==> config.mk <==
export PLATFORM = sky130hd
export DESIGN_NAME = qrw_port_sched
export DESIGN_NICKNAME = d
export VERILOG_FILES = /design/src/rtl/qrw_pkg.sv /design/src/rtl/qrw_arbiter.sv /design/src/rtl/qrw_array.sv /design/src/rtl/qrw_wr_buffer.sv /design/src/rtl/qrw_rd_pipe.sv /design/src/rtl/qrw_port_sched.sv
export SDC_FILE = /design/constraint.sdc
export NUM_CORES = 1
export LEC_CHECK = 0
export CAP_MARGIN = 25
export CORE_MARGIN = 2
export CORE_UTILIZATION = 55
export CTS_CLUSTER_DIAMETER = 80
export CTS_CLUSTER_SIZE = 30
export DETAILED_ROUTE_END_ITERATION = 10
export DONT_BUFFER_PORTS = 1
export PLACE_DENSITY = 0.77
export SYNTH_ARGS = -nofsm -noshare
export SYNTH_HDL_FRONTEND = slang
export SYNTH_SLANG_ARGS = --single-unit
==> constraint.sdc <==
create_clock -name clk2x -period 5.78 [get_ports clk2x]
set_input_delay 1.156 -clock clk2x [delete_from_list [all_inputs] [get_ports clk2x]]
set_output_delay 1.156 -clock clk2x [all_outputs]
set_load 0.02 [all_outputs]
==> src/rtl/qrw_pkg.sv <==
package qrw_pkg;
  localparam int BEAT_W  = 18;
  localparam int BYTE_W  = 9;
  localparam int BEATS   = 4;
  localparam int BE_W    = BEAT_W / BYTE_W;
  localparam int WORD_W  = BEAT_W * BEATS;
  localparam int MASK_W  = BE_W * BEATS;
  localparam int CNT_W   = $clog2(BEATS);

  // Replace the enabled 9-bit bytes of old_v with those of new_v.
  function automatic logic [BEAT_W-1:0] merge_beat(input logic [BEAT_W-1:0] old_v,
                                                   input logic [BEAT_W-1:0] new_v,
                                                   input logic [BE_W-1:0]   be);
    logic [BEAT_W-1:0] r;
    r = old_v;
    for (int j = 0; j < BE_W; j++)
      if (be[j]) r[j*BYTE_W +: BYTE_W] = new_v[j*BYTE_W +: BYTE_W];
    return r;
  endfunction
endpackage

==> src/rtl/qrw_arbiter.sv <==
module qrw_arbiter (
  input  logic clk,
  input  logic rst_n,
  input  logic k_edge,
  input  logic rd_req,
  input  logic wr_req,
  output logic rd_start,
  output logic wr_start,
  output logic gnt_rd,
  output logic gnt_wr,
  output logic gnt_idle
);
  logic rd_ok, wr_ok;

  // The held grant is the previous rise's action; a port cannot start twice in a row.
  assign rd_ok    = rd_req & ~gnt_rd;
  assign wr_ok    = wr_req & ~gnt_wr;
  assign rd_start = k_edge & rd_ok;
  assign wr_start = k_edge & wr_ok & ~rd_ok;

  always_ff @(posedge clk or negedge rst_n) begin
    if (!rst_n) begin
      gnt_rd   <= 1'b0;
      gnt_wr   <= 1'b0;
      gnt_idle <= 1'b1;
    end else if (k_edge) begin
      gnt_rd   <= rd_start;
      gnt_wr   <= wr_start;
      gnt_idle <= ~(rd_start | wr_start);
    end
  end
endmodule

==> src/rtl/qrw_array.sv <==
module qrw_array
  import qrw_pkg::*;
#(
  parameter int AW = 4
) (
  input  logic              clk,
  input  logic              we,
  input  logic [AW-1:0]     waddr,
  input  logic [WORD_W-1:0] wdata,
  input  logic [MASK_W-1:0] wmask,
  input  logic [AW-1:0]     raddr,
  output logic [WORD_W-1:0] rdata
);
  localparam int DEPTH = 1 << AW;
  logic [WORD_W-1:0] mem [DEPTH];

  always_ff @(posedge clk) begin
    if (we) begin
      for (int b = 0; b < MASK_W; b++)
        if (wmask[b]) mem[waddr][b*BYTE_W +: BYTE_W] <= wdata[b*BYTE_W +: BYTE_W];
    end
  end

  assign rdata = mem[raddr];
endmodule

==> src/rtl/qrw_wr_buffer.sv <==
module qrw_wr_buffer
  import qrw_pkg::*;
#(
  parameter int AW = 4
) (
  input  logic              clk,
  input  logic              rst_n,
  input  logic              start,
  input  logic [AW-1:0]     start_addr,
  input  logic [BEAT_W-1:0] beat,
  input  logic [BE_W-1:0]   be,
  output logic              active,
  output logic [AW-1:0]     addr,
  output logic [CNT_W-1:0]  cnt,
  output logic [WORD_W-1:0] bufw,
  output logic [MASK_W-1:0] bufm,
  output logic              cm_en,
  output logic [WORD_W-1:0] cm_data,
  output logic [MASK_W-1:0] cm_mask
);
  localparam logic [CNT_W-1:0] LAST = CNT_W'(BEATS - 1);

  always_ff @(posedge clk or negedge rst_n) begin
    if (!rst_n) begin
      active <= 1'b0;
      addr   <= '0;
      cnt    <= '0;
      bufw   <= '0;
      bufm   <= '0;
    end else begin
      if (active) begin
        bufw[int'(cnt)*BEAT_W +: BEAT_W] <= beat;
        bufm[int'(cnt)*BE_W +: BE_W]     <= be;
        cnt <= cnt + 1'b1;
        if (cnt == LAST) active <= 1'b0;
      end
      // A new burst may open on the edge that closes the previous one.
      if (start) begin
        active <= 1'b1;
        addr   <= start_addr;
        cnt    <= '0;
      end
    end
  end

  // Commit on the last beat: earlier beats from the buffer, the last one live.
  always_comb begin
    cm_en   = active && (cnt == LAST);
    cm_data = bufw;
    cm_mask = bufm;
    cm_data[(BEATS-1)*BEAT_W +: BEAT_W] = beat;
    cm_mask[(BEATS-1)*BE_W +: BE_W]     = be;
  end
endmodule

==> src/rtl/qrw_rd_pipe.sv <==
module qrw_rd_pipe
  import qrw_pkg::*;
#(
  parameter int AW       = 4,
  parameter int LAT_HALF = 5
) (
  input  logic              clk,
  input  logic              rst_n,
  input  logic              rd_start,
  input  logic [AW-1:0]     rd_addr,
  input  logic [WORD_W-1:0] mem_rdata,
  input  logic              pend_active,
  input  logic [AW-1:0]     pend_addr,
  input  logic [CNT_W-1:0]  pend_cnt,
  input  logic [WORD_W-1:0] pend_w,
  input  logic [MASK_W-1:0] pend_m,
  input  logic [BEAT_W-1:0] live_beat,
  input  logic [BE_W-1:0]   live_be,
  output logic              rq_early,
  output logic              rq_valid,
  output logic [BEAT_W-1:0] rq_data
);
  localparam int PIPE = LAT_HALF + BEATS - 1;
  localparam int LOAD = LAT_HALF - 2;
  localparam logic [CNT_W-1:0] LAST = CNT_W'(BEATS - 1);

  logic [PIPE-1:0]   tok;
  logic [WORD_W-1:0] rd_word, cap_word, fwd_word, obuf;
  logic [BEAT_W-1:0] nxt_data;
  logic              fw_q, hit;

  assign hit = pend_active && (pend_addr == rd_addr);

  // Snapshot at the start edge: array, buffered beats, and the beat arriving now.
  always_comb begin
    cap_word = mem_rdata;
    for (int k = 0; k < BEATS; k++) begin
      if (hit && (CNT_W'(k) < pend_cnt))
        cap_word[k*BEAT_W +: BEAT_W] = merge_beat(cap_word[k*BEAT_W +: BEAT_W],
                                                  pend_w[k*BEAT_W +: BEAT_W],
                                                  pend_m[k*BE_W +: BE_W]);
      else if (hit && (CNT_W'(k) == pend_cnt))
        cap_word[k*BEAT_W +: BEAT_W] = merge_beat(cap_word[k*BEAT_W +: BEAT_W],
                                                  live_beat, live_be);
    end
  end

  // Later beats of the same open write keep flowing into the snapshot.
  always_comb begin
    fwd_word = rd_word;
    fwd_word[int'(pend_cnt)*BEAT_W +: BEAT_W] =
      merge_beat(rd_word[int'(pend_cnt)*BEAT_W +: BEAT_W], live_beat, live_be);
  end

  always_comb begin
    nxt_data = rq_data;
    for (int k = 0; k < BEATS; k++)
      if (tok[LAT_HALF-1+k]) nxt_data = obuf[k*BEAT_W +: BEAT_W];
  end

  always_ff @(posedge clk or negedge rst_n) begin
    if (!rst_n) begin
      tok      <= '0;
      rd_word  <= '0;
      fw_q     <= 1'b0;
      obuf     <= '0;
      rq_early <= 1'b0;
      rq_valid <= 1'b0;
      rq_data  <= '0;
    end else begin
      tok <= {tok[PIPE-2:0], rd_start};
      if (rd_start) begin
        rd_word <= cap_word;
        fw_q    <= hit && (pend_cnt != LAST);
      end else if (fw_q) begin
        rd_word <= fwd_word;
        fw_q    <= pend_active && (pend_cnt != LAST);
      end
      if (tok[LOAD]) obuf <= rd_word;
      rq_early <= |tok[PIPE-2:LOAD];
      rq_valid <= |tok[PIPE-1:LAT_HALF-1];
      rq_data  <= nxt_data;
    end
  end
endmodule

==> src/rtl/qrw_port_sched.sv <==
module qrw_port_sched
  import qrw_pkg::*;
#(
  parameter int AW       = 4,
  parameter int LAT_HALF = 5
) (
  input  logic              clk2x,
  input  logic              rst_n,
  input  logic              rd_req,
  input  logic [AW-1:0]     rd_addr,
  input  logic              wr_req,
  input  logic [AW-1:0]     wr_addr,
  input  logic [BEAT_W-1:0] wd_beat,
  input  logic [BE_W-1:0]   wd_be,
  output logic              k_next,
  output logic              gnt_rd,
  output logic              gnt_wr,
  output logic              gnt_idle,
  output logic              rq_early,
  output logic              rq_valid,
  output logic [BEAT_W-1:0] rq_data
);
  logic              ph;
  logic              rd_start, wr_start;
  logic              pend_active, cm_en;
  logic [AW-1:0]     pend_addr;
  logic [CNT_W-1:0]  pend_cnt;
  logic [WORD_W-1:0] pend_w, cm_data, mem_rdata;
  logic [MASK_W-1:0] pend_m, cm_mask;

  // ph = 0 means the coming edge is a true-clock rise.
  always_ff @(posedge clk2x or negedge rst_n) begin
    if (!rst_n) ph <= 1'b0;
    else        ph <= ~ph;
  end
  assign k_next = ~ph;

  qrw_arbiter arb_i (
    .clk(clk2x), .rst_n(rst_n), .k_edge(k_next),
    .rd_req(rd_req), .wr_req(wr_req),
    .rd_start(rd_start), .wr_start(wr_start),
    .gnt_rd(gnt_rd), .gnt_wr(gnt_wr), .gnt_idle(gnt_idle)
  );

  qrw_wr_buffer #(.AW(AW)) wbuf_i (
    .clk(clk2x), .rst_n(rst_n), .start(wr_start), .start_addr(wr_addr),
    .beat(wd_beat), .be(wd_be),
    .active(pend_active), .addr(pend_addr), .cnt(pend_cnt),
    .bufw(pend_w), .bufm(pend_m),
    .cm_en(cm_en), .cm_data(cm_data), .cm_mask(cm_mask)
  );

  qrw_array #(.AW(AW)) mem_i (
    .clk(clk2x), .we(cm_en), .waddr(pend_addr), .wdata(cm_data), .wmask(cm_mask),
    .raddr(rd_addr), .rdata(mem_rdata)
  );

  qrw_rd_pipe #(.AW(AW), .LAT_HALF(LAT_HALF)) rpipe_i (
    .clk(clk2x), .rst_n(rst_n), .rd_start(rd_start), .rd_addr(rd_addr),
    .mem_rdata(mem_rdata),
    .pend_active(pend_active), .pend_addr(pend_addr), .pend_cnt(pend_cnt),
    .pend_w(pend_w), .pend_m(pend_m),
    .live_beat(wd_beat), .live_be(wd_be),
    .rq_early(rq_early), .rq_valid(rq_valid), .rq_data(rq_data)
  );
endmodule

==> impl_metrics.tcl <==
set metrics [dict create \
    path_cells "buf_4 -> mux2_2 -> a222oi_1 -> o2bb2ai_1 -> a22o_1 -> a32oi_1 -> nand2_1" \
    rsz0062_at_grt "no" \
    fin_util_pct 58.40 \
    path_clk_slew_ns 0.12 \
    place_hpwl_mm 112.0 \
    max_stage_delay_ns 1.18 \
    outcome "finished, violations left" \
    grt_max_degree 289 \
    pwr-share-seq_pct 57.8 \
    power_w 0.02308 \
    synth_nets 3454 \
    post_cts_buffers 0 \
    yosys.area.top_type "edfxtp_1" \
    p_leak_nw 19.94 \
    cts_inserted_buffers 56 \
    yosysSeqAreaShare_pct 69.55 \
    pin_count 56 \
    max_clock_freq_mhz 247.2 \
    p_clk_share_pct 21.8 \
    die_w_um 330.2 \
    root_buffer "clkbuf_16" \
    fp.dieH_um 330.2 \
    grt_usage_pct 30.75 \
    fin_crit_sh_pct 69.98 \
    ys_warn_count 0 \
    finalSetupViolCount 0 \
    grt-ovfl-total 0 \
    fin_skew_ns 0.03307 \
    switchingPower_w 0.007556 \
    powerDensity_mw_per_mm2 374.9 \
    first_global_vias 32020 \
    critPathMaxFanout 31 \
    start_util_pct 55.51 \
    rr_endpoint "rpipe_i.rd_word[51]" \
    synth-edff-count 1152 \
    postRouteAntennaNets 0 \
    place.port_buffers 0 \
    syn2layout_area_growth_pct 5.213 \
    cts_hold_buf 0 \
    clockBufferDepth 3 \
    avgViaCountPerCell 6.960 \
    worstPathArrival_ns 4.64 \
    r2r-start "wbuf_i.cnt[1]" \
    antenna_found_initial 15 \
    tns_ns 0 \
    crit_type "register to register" \
    drv_slew 0 \
    synth_ff_type "edfxtp_1" \
    reg2reg_depth 7 \
    clkSinkCount 1396 \
    grt_pass1_wl_mm 236.5 \
    finalCriticalPeriod_ns 4.045 \
    hp-class "primary input to asynchronous set/reset pin" \
    netlist.area_leader.share_pct 59.12 \
    crit_path_top_delay_cell "a222oi_1" \
    die_area_mm2 0.1090 \
    crit_required_ns 6.37 \
    layout_commonest_cell "edfxtp_1" \
    synth.cell_area_mm2 0.05852 \
    ys_ff_latch 1396 \
    intPower_w 0.01553 \
    core_area_mm2 0.1054 \
    h-tree-depth 2 \
    syn_avg_cell_area_um2 17.14 \
    ir_drop_uv 267.8 \
    finalHoldViolCount 0 \
    synth_cells 3414 \
    layout.nets 3340 \
    wl_mm 166.4 \
    maxSlewHeadroom_pct 3.556 \
    fp-row-count 119 \
    insertion_delay_ns 0.72 \
    drc_errors 10 \
    ys_top_cells_by_area "edfxtp_1 59%, mux4_2 14%, dfrtp_1 10%" \
    drt_iter0_drc 5253 \
    synth.distinct_cells 76 \
    post_cts_resize_count 0 \
    vias 33000 \
    layout_common_cells "1,152 x edfxtp_1, 357 x mux4_2, 261 x nor2_1, 240 x dfrtp_1, 228 x nand2_1" \
    violations "DRC" \
    worst_slew_pin_slew_ns 1.447 \
    wire_per_inst_um 35.08 \
    drive_above_1_share_pct 18.24 \
    drt_first_pass_iters 11 \
    cap_violations 0 \
    p_sw_share_pct 32.73 \
    end_kind "register" \
    async_flop_share_pct 17.48 \
    rrSetupSlack_ns 1.73 \
    routabilityCongestion 1.104 \
    cts_tree "yes" \
    cp-start-kind "register" \
    power_frac_comb_pct 20.3 \
]
==> stage by stage <==
step / setup WS (ns) / hold slack [ns] / cell area [um2] / cells
2_1_floorplan: 2.606 / 0.3312 / 58520 / 3414
3_3_place_gp: 2.012 / 0.3327 / 59580 / 4623
3_5_place_dp: 1.955 / 0.3347 / 59760 / 4631
4_1_cts: 1.957 / 0.1089 / 61530 / 4734
5_1_grt: 1.799 / 0.1179 / 61560 / 4738
6_report: 1.735 / 0.1539 / 61570 / 4742
==> cell usage after synthesis (24+ instances only) <==
cell,instances
edfxtp_1,1152
mux4_2,357
nor2_1,262
dfrtp_1,243
nand2_1,229
clkbuf_1,128
o21ai_0,125
a21oi_1,101
mux2_2,100
mux2i_1,81
a22oi_1,79
buf_2,53
nand3_1,48
buf_1,27
inv_1,25
nor3_1,25
a221oi_1,24
==> critical path, delay by kind of cell, from the launching register on <==
kind / cells / cell delay (ns)
flip-flops: 1 / 0.68
AND/OR/NAND/NOR: 1 / 0.07
multiplexers: 1 / 0.41
AO/OA/AOI/OAI: 4 / 2.22
buffers and inverters: 1 / 0.51
==> cell families after synthesis <==
| logic type | Yosys count | share of synthesized area (%) |
|---|---|---|
| multiplexers | 540 | 17.09 |
| flip-flops | 1396 | 69.55 |
| AND/OR/NAND/NOR | 670 | 4.980 |
| XOR/XNOR | 5 | 0.07483 |
| AO/OA/AOI/OAI | 534 | 6.096 |
| buffers and inverters | 261 | 2.038 |
| adder cells (fa/ha/maj) | 8 | 0.1711 |
==> metal layers <==
layer / wire length [um] / share of wire, % / GRT usage, % / vias to the layer above
li1: - / - / - / 13390
met4: 7947 / 4.8 / 12.05 / 14
met2: 74130 / 45 / 45.35 / 2089
met5: 195 / 0.12 / 0 / -
met1: 64650 / 39 / 44.31 / 17130
met3: 19440 / 12 / 8.125 / 378
==> worst max-delay path by stage <==
| stage | depth (start not counted) | to | startpoint | slack (ns) |
|---|---|---|---|---|
| final | 7 | rpipe_i.rd_word[51] | wbuf_i.cnt[1] | 1.73 |
| after detailed placement | 5 | mem_i.mem[11][33] | wbuf_i.cnt[1] | 1.95 |
| after global routing | 5 | mem_i.mem[11][67] | wbuf_i.cnt[1] | 1.80 |
| after floorplan | 6 | rpipe_i.rd_word[43] | rd_addr[1] | 2.61 |
| after global placement | 7 | rpipe_i.rd_word[51] | wbuf_i.cnt[1] | 2.01 |
| after CTS | 5 | mem_i.mem[8][35] | wbuf_i.cnt[1] | 1.96 |
==> power by group through the flow <==
stage | logic (W) | registers, W | clock network, W
2_1_floorplan | 0.00295 | 0.0128 | 0
3_3_place_gp | 0.00439 | 0.0135 | 0
3_5_place_dp | 0.00442 | 0.0135 | 0
4_1_cts | 0.00445 | 0.0133 | 0.00508
5_1_grt | 0.00478 | 0.0134 | 0.00538
6_report | 0.00470 | 0.0133 | 0.00504
==> final cells by class <==
cell class                 count  area [um2]
inverter                      27       101.3
timing repair buffer          62       590.6
antenna                        6       15.01
clock inverter                13       195.2
multi-input combinational   1757       16640
tap                         1391        1740
sequential                  1396       40710
fill                        7664       43850
clock buffer                  90        1574
==> state kept, by name (all words and copies together) (netlist names), 2 cells and up <==
signal and cells:
wbuf_i.bufw 54, wbuf_i.addr 4, wbuf_i.cnt 2, wbuf_i.bufm 6, rpipe_i.tok 8, rpipe_i.rd_word 72, rpipe_i.rq_data 18, mem_i.mem 1152
rpipe_i.obuf 72
No activity file was read; power rests on OpenSTA's default activity.
